File: config.mk
export PLATFORM = sky130hd
export DESIGN_NAME = cache_sram_test_ctl
export DESIGN_NICKNAME = d
export VERILOG_FILES = /design/src/rtl/cache_tm_pkg.sv /design/src/rtl/tm_control.sv /design/src/rtl/tm_datapath.sv /design/src/rtl/cache_sram_test_ctl.sv
export SDC_FILE = /design/constraint.sdc
export NUM_CORES = 1
export LEC_CHECK = 0
export ABC_AREA = 1
export BUFFER_PORTS_ARGS = -buffer_cell sky130_fd_sc_hd__buf_2
export CAP_MARGIN = 20
export CORE_AREA = 2 2 47 49
export CTS_CLUSTER_DIAMETER = 80
export CTS_CLUSTER_SIZE = 40
export DETAILED_ROUTE_END_ITERATION = 10
export DIE_AREA = 0 0 49 51
export GPL_TIMING_DRIVEN = 1
export PLACE_DENSITY = 0.82
export SYNTH_ARGS = -nofsm -noshare
export SYNTH_HDL_FRONTEND = slang
export SYNTH_SLANG_ARGS = --single-unit
export TNS_END_PERCENT = 1
File: constraint.sdc
create_clock -name clk -period 1.1 [get_ports clk]
set_input_delay 0.055 -clock clk [delete_from_list [all_inputs] [get_ports clk]]
set_output_delay 0.055 -clock clk [all_outputs]
set_load 0.05 [all_outputs]
File: src/rtl/cache_tm_pkg.sv
package cache_tm_pkg;
  // Decisions the control half hands to the datapath for registering.
  typedef struct packed {
    logic hit;
    logic fill;
    logic cast;
    logic tagWr;
    logic dramGo;
    logic dramWr;
    logic cacheable;
  } tmStrobes_t;
endpackage

File: src/rtl/tm_control.sv
module tm_control
  import cache_tm_pkg::*;
(
  input  logic       cycValid,
  input  logic       cycWrite,
  input  logic       testModeEn,
  input  logic       cacheEn,
  input  logic       cacheInit,
  input  logic       freezeDir,
  input  logic       wrPolicy,
  input  logic       tagHit,
  input  logic       normFill,
  input  logic       normCastout,
  input  logic       normTagWr,
  input  logic       winHit,
  output tmStrobes_t strobes
);
  logic testActive;

  // Test mode is honoured only with the cache otherwise quiesced.
  assign testActive = testModeEn & ~cacheEn & ~cacheInit & ~freezeDir;

  always_comb begin
    strobes = '0;
    if (cycValid) begin
      if (testActive) begin
        strobes.hit       = winHit;
        strobes.dramGo    = ~winHit;
        strobes.dramWr    = ~winHit & cycWrite;
        strobes.cacheable = 1'b0;
      end else begin
        strobes.hit       = tagHit;
        strobes.fill      = normFill;
        strobes.cast      = normCastout;
        strobes.tagWr     = normTagWr;
        strobes.dramGo    = ~tagHit | (cycWrite & wrPolicy);
        strobes.dramWr    = cycWrite & (~tagHit | wrPolicy);
        strobes.cacheable = 1'b1;
      end
    end
  end
endmodule

File: src/rtl/tm_datapath.sv
module tm_datapath
  import cache_tm_pkg::*;
#(
  parameter int ADDR_W   = 32,
  parameter int WIN_LSB  = 16,
  parameter int SIZE_W   = 3,
  parameter int MAX_CODE = 4
) (
  input  logic                      clk,
  input  logic                      rstN,
  input  logic [ADDR_W-1:0]         cpuAddr,
  input  logic [ADDR_W-WIN_LSB-1:0] winBase,
  input  logic [SIZE_W-1:0]         sizeSel,
  input  logic                      dualBank,
  input  logic                      kenIn,
  input  tmStrobes_t                strobes,
  output logic                      winHit,
  output logic                      cacheHit,
  output logic                      lineFill,
  output logic                      castout,
  output logic                      tagWrite,
  output logic                      dramGo,
  output logic                      dramWrEn,
  output logic                      cacheable,
  output logic                      bank0En,
  output logic                      bank1En,
  output logic                      sramA2,
  output logic                      kenOut
);
  localparam int FIELD_W = ADDR_W - WIN_LSB;

  logic [SIZE_W-1:0]  effSize;
  logic [FIELD_W-1:0] keepMask;
  logic [FIELD_W-1:0] addrField;
  logic               lane0, lane1, nextA2;
  logic               unusedAddr;

  assign effSize   = (sizeSel > SIZE_W'(MAX_CODE)) ? SIZE_W'(MAX_CODE) : sizeSel;
  assign addrField = cpuAddr[ADDR_W-1:WIN_LSB];
  assign unusedAddr = ^{cpuAddr[WIN_LSB-1:4], cpuAddr[1:0]};

  // Bits below the window size are don't-care in the base compare.
  for (genvar i = 0; i < FIELD_W; i++) begin : g_mask
    localparam logic [7:0] IDX = 8'(i);
    assign keepMask[i] = (IDX >= {{(8-SIZE_W){1'b0}}, effSize});
  end

  assign winHit = ((addrField ^ winBase) & keepMask) == '0;

  // Byte-lane steering of the SRAM banks.
  always_comb begin
    if (dualBank) begin
      lane0  = strobes.hit & ~cpuAddr[2];
      lane1  = strobes.hit &  cpuAddr[2];
      nextA2 = cpuAddr[3];
    end else begin
      lane0  = strobes.hit;
      lane1  = 1'b0;
      nextA2 = cpuAddr[2];
    end
  end

  always_ff @(posedge clk) begin
    if (!rstN) begin
      cacheHit  <= 1'b0;
      lineFill  <= 1'b0;
      castout   <= 1'b0;
      tagWrite  <= 1'b0;
      dramGo    <= 1'b0;
      dramWrEn  <= 1'b0;
      cacheable <= 1'b0;
      bank0En   <= 1'b0;
      bank1En   <= 1'b0;
      sramA2    <= 1'b0;
      kenOut    <= 1'b0;
    end else begin
      cacheHit  <= strobes.hit;
      lineFill  <= strobes.fill;
      castout   <= strobes.cast;
      tagWrite  <= strobes.tagWr;
      dramGo    <= strobes.dramGo;
      dramWrEn  <= strobes.dramWr;
      cacheable <= strobes.cacheable;
      bank0En   <= lane0;
      bank1En   <= lane1;
      sramA2    <= nextA2;
      kenOut    <= kenIn;
    end
  end
endmodule

File: src/rtl/cache_sram_test_ctl.sv
module cache_sram_test_ctl
  import cache_tm_pkg::*;
#(
  parameter int ADDR_W   = 32,
  parameter int WIN_LSB  = 16,
  parameter int SIZE_W   = 3,
  parameter int MAX_CODE = 4
) (
  input  logic                      clk,
  input  logic                      rstN,
  input  logic [ADDR_W-1:0]         cpuAddr,
  input  logic                      cycValid,
  input  logic                      cycWrite,
  input  logic                      testModeEn,
  input  logic                      cacheEn,
  input  logic                      cacheInit,
  input  logic                      freezeDir,
  input  logic                      wrPolicy,
  input  logic [SIZE_W-1:0]         sizeSel,
  input  logic                      dualBank,
  input  logic [ADDR_W-WIN_LSB-1:0] winBase,
  input  logic                      tagHit,
  input  logic                      normFill,
  input  logic                      normCastout,
  input  logic                      normTagWr,
  input  logic                      kenIn,
  output logic                      cacheHit,
  output logic                      lineFill,
  output logic                      castout,
  output logic                      tagWrite,
  output logic                      dramGo,
  output logic                      dramWrEn,
  output logic                      cacheable,
  output logic                      bank0En,
  output logic                      bank1En,
  output logic                      sramA2,
  output logic                      kenOut
);
  tmStrobes_t strobes;
  logic       winHit;

  tm_control u_ctl (
    .cycValid, .cycWrite, .testModeEn, .cacheEn, .cacheInit, .freezeDir,
    .wrPolicy, .tagHit, .normFill, .normCastout, .normTagWr,
    .winHit, .strobes
  );

  tm_datapath #(
    .ADDR_W(ADDR_W), .WIN_LSB(WIN_LSB), .SIZE_W(SIZE_W), .MAX_CODE(MAX_CODE)
  ) u_dp (
    .clk, .rstN, .cpuAddr, .winBase, .sizeSel, .dualBank, .kenIn, .strobes,
    .winHit, .cacheHit, .lineFill, .castout, .tagWrite, .dramGo, .dramWrEn,
    .cacheable, .bank0En, .bank1En, .sramA2, .kenOut
  );
endmodule

# Word level (Yosys, flattened, before mapping)
# Cells that the tools add are included.
word_totals:
  inputBits: 66
  output_inout_bits: 11
  wordCells: 50
  ff_bits: 11
classes:
  n_bitwise: 20
  n_lt_le_gt_ge: 8
  n_mux: 7
  reduce_logical: 4
op_table:
  columns: ["cell", "n"]
  rows:
  - ["$and 16x16->16", 1]
  - ["$logic_not 16->1", 1]
  - ["$xor 16x16->16", 1]
  - ["$ge 3x3->1 const A", 3]
  - ["$mux 3", 3]
  - ["$and 1x1->1", 8]
  - ["$not 1->1", 8]
  - ["$mux 7", 1]
  - ["$ge 1x3->1 const A", 2]
  - ["$ge 2x3->1 const A", 2]
  - ["$reduce_and 2->1", 2]
  - ["$gt 3x3->1 const B", 1]
  - ["$mux 1", 3]
  - ["$reduce_or 3->1", 1]
  - ["$or 1x1->1", 2]

# Depth between registers and ports, before layout
depth:
  depth_word: 11
  mapped_depth: 10
  mapped_depth_nobuf: 10

# By module
# From an unflattened synthesis, not the netlist that was laid out.
hier_totals:
  cells_unflattened: 113
  hier_area_um2: 710.7
modules_own_cells:
  columns: ["mod", "area_each_um2", "instances", "seq_area_each_um2", "cells_each"]
  rows:
  - ["tm_datapath", 574.3, 1, 220.2, 85]
  - ["tm_control", 136.4, 1, 0.0, 28]

# Worst setup path after synthesis
# No wires, ideal clock.
synth_path:
  path_type: "input port to flip-flop"
  from: "input winBase[1]"
  to: "register u_dp.bank1En"
  path_slack_ps: 316
  setup_ps: 64
  path_buffers: 0
  required_ps: 1036
  arrival_time_ps: 720
  stages: 8
  path_cell_list: "or2_0 nand3_1 nand2_1 nor2_2 nand3_1 nand2_2 nand2_2 nor2_1"
synth_between:
  elab_chain_len: 6
synth_lines:
  columns: ["item", "line_no", "text"]
  rows:
  - ["start, declared", "cache_sram_test_ctl.sv:21", "input logic [ADDR_W-WIN_LSB-1:0] winBase,"]
  - ["$xor 16x16->16", "tm_datapath.sv:48", "assign winHit = ((addrField ^ winBase) & keepMask) == '0;"]
  - ["$and 16x16->16", "tm_datapath.sv:48", null]
  - ["$logic_not 16->1", "tm_datapath.sv:48", null]
  - ["$mux 1", "tm_control.sv:26", "if (testActive) begin"]
  - ["$mux 7", "tm_control.sv:25", "if (cycValid) begin"]
  - ["$and 1x1->1", "tm_datapath.sv:54", "lane1 = strobes.hit & cpuAddr[2];"]
  - ["end signal, assigned", "tm_datapath.sv:85", "bank1En <= lane1;"]
  - ["end, declared", "tm_datapath.sv:26", "output logic bank1En,"]
# Every way passes these cells.
# A chain may end at the register's enable or synchronous reset.

# Worst setup path after layout
layout_path:
  from: "register u_dp.sramA2"
  to: "output sramA2"
layout_rtl:
  columns: ["item", "line_no", "text"]
  rows:
  - ["start, declared", "tm_datapath.sv:27", "output logic sramA2,"]
  - ["start signal, assigned", "tm_datapath.sv:86", "sramA2 <= nextA2;"]
  - ["end, declared", "cache_sram_test_ctl.sv:36", "output logic sramA2,"]
# No word-level cell between the ends.

==> reports/results.ini <==
[clock_network]
post_cts_buffers = 0
cts_resized = 0
cts_tree = built
clkTransAtPathRegs_ns = 0.06
h-tree-depth = 1
cts_hold_buf = 1
cts_buffer_depth = 2
cts-buffers-inserted = 3
root_buffer = clkbuf_4
cts_num_sinks = 11

[placement]
dpl.hpwl_mm = 1.36
gp_congestion = 0.673
dp_worst_setup_slack_ns = 0.135
dp.cells = 213
portBuffers = 62

[cells_and_area]
stdcell_count = 219
n_antenna_cell = 0
num-nets-final = 258
drive_above_1_share_pct = 35.6
syn_to_final_growth_pct = 56.9
fin_util_pct = 52.3

[setup_path]
path_buf_inv = 1
cp_max_fo = 1
cpLargestDelayFamily = flip-flops
crit_type = flip-flop to output port
crit_path_max_incr_delay_ns = 0.32
end_kind = output port
cp-start-kind = flip-flop
arrival_ns = 0.84
slowest_stage = dfxtp_1
crit_chain = buf_2
worstPathRequired_ns = 1.04

[yosys]
ys_warn_count = 0
synth_compound_area_share_pct = 6.18
synth.most_common_cell = nand2_1
ys_top_cells_by_area = dfxtp_1 (32%), nand2_1 (21%), inv_1 (16%)
synth_top_area_share_pct = 32.0
synth_edf_count = 0
async_flop_share_pct = 0
yosys-top-cells-count = nand2_1 (39), inv_1 (30), nor2_1 (23), dfxtp_1 (11), a21oi_1 (5)
synth_seq_area_share_pct = 32.0
synth_mux_area_share_pct = 0
syn_avg_cell_area_um2 = 5.59
synth-simple-area-share_pct = 40.4
synth_top_family_by_area = simple AND/OR/NAND/NOR gates
synth_seq_cells = 11
synth_top_cell_by_area = dfxtp_1
synth.distinct_cells = 13
synth_adder_area_share_pct = 0
synth-xor-area-share_pct = 5.09
syn-cell-area_um2 = 688
syn_inst = 123
synth_nets = 189
synthFlopType = dfxtp_1

[hold_path]
hp-class = primary input to flip-flop

[route]
routedWlPerCell_um = 6.89
postRouteAntennaNets = 0
num_vias = 876
drc = 0
viasPerCell = 4.00
wirelength_mm = 1.51
first_pass_iters = 3
first_iter_violations = 2

[sta]
hold_viol = 0
worstMarginPinSlew_ns = 0.262
max_freq_mhz = 1120
min_period_ns = 0.891
worst_slack_ns = 0.209
final_max_slew_viol_count = 0
rsz0062_at_grt = false
fin_crit_sh_pct = 81.0
holdWs_ns = 0.0104
fin_tns_setup_ns = 0
maxSlewHeadroom_pct = 82.6
setup_viol = 0

[power_and_ir_drop]
p_leak_nw = 0.727
p_per_area_nw_per_um2 = 912
ir_drop_mv = 0.591

[global_route]
antenna_found_initial = 0
grt_use_total_pct = 13.7
grt-ovfl-total = 0
grt_max_degree = 7
grt_pass1_wl_mm = 2.73
grt_pass1_vias = 792

[floorplan]
dieWidth_um = 49
die_h_um = 51
rows = 17
io_pins = 77
die_area_um2 = 2500
core_um2 = 2060
start_util_pct = 33.4

[job]
cap_violations = 0

[status]
outcome = finished clean

-- report_power, final --
group	internal (mW)	switching (mW)	total [mW]	leakage, nW
Sequential	0.416	0.00402	0.420	0.0905
Clock	0.140	0.115	0.255	0.0150
Combinational	0.135	0.174	0.309	0.621
-- kinds of logic (layout without fill, tap and decap cells) --
family / after synthesis / in the layout
and+or+nand+nor: 70 / 70
buffers and inverters: 30 / 98
DFF: 11 / 11
AOI/OAI and AO/OA: 8 / 8
xor gates and xnor gates: 4 / 4
-- metal layers --
layer | share of wire (%) | GRT usage, %
met5 | 0 | 0
met3 | 5.1 | 2.05
met4 | 0 | 5.71
met1 | 39 | 14.0
met2 | 56 | 27.6
-- state kept, by name (all words and copies together) (netlist names) --
| name | flops |
|---|---|
| u_dp.lineFill | 1 |
| u_dp.tagWrite | 1 |
| u_dp.bank1En | 1 |
| u_dp.dramGo | 1 |
| u_dp.cacheHit | 1 |
| u_dp.bank0En | 1 |
| u_dp.castout | 1 |
| u_dp.cacheable | 1 |
| u_dp.dramWrEn | 1 |
| u_dp.sramA2 | 1 |
| u_dp.kenOut | 1 |
-- final timing paths --
kind               startpoint            end  slack, ns  cells past startpoint
hold / removal       normFill  u_dp.lineFill       0.01                      3
setup / recovery  u_dp.sramA2         sramA2       0.21                      1
-- cell usage in the layout, fill, tap and decap left out, drive strengths merged --
cell type | netlist | routed
nand2 | 41 | 41
clkbuf | 0 | 4
buf | 0 | 62
nand3 | 3 | 3
o21bai | 1 | 1
a21oi | 5 | 5
o21ai | 2 | 2
inv | 30 | 30
xnor2 | 4 | 4
dlygate4sd3 | 0 | 2
nor3 | 1 | 1
dfxtp | 11 | 11
nor2 | 24 | 24
or2 | 1 | 1
-- through the flow --
stage	cell area (µm²)	total power [mW]
6_report	1080	0.984
5_1_grt	1080	1.06
4_1_cts	1070	0.993
3_5_place_dp	1030	0.737
3_3_place_gp	1030	0.729
2_1_floorplan	688	0.601
-- final cells by class --
cell class              count  area, µm²
well taps                  28       35.0
inverters                  30        113
multi-input cells          82        355
repair buffers             64        330
fillers                   216        983
clock buffers               4       26.3
flip-flops and latches     11        220
-- worst min-delay path, cell delays in order --
cell	delay [ns]
buf_2	0.10
inv_1	0.04
nor2_1	0.03
Note: power is estimated with default switching activity, not from simulation.
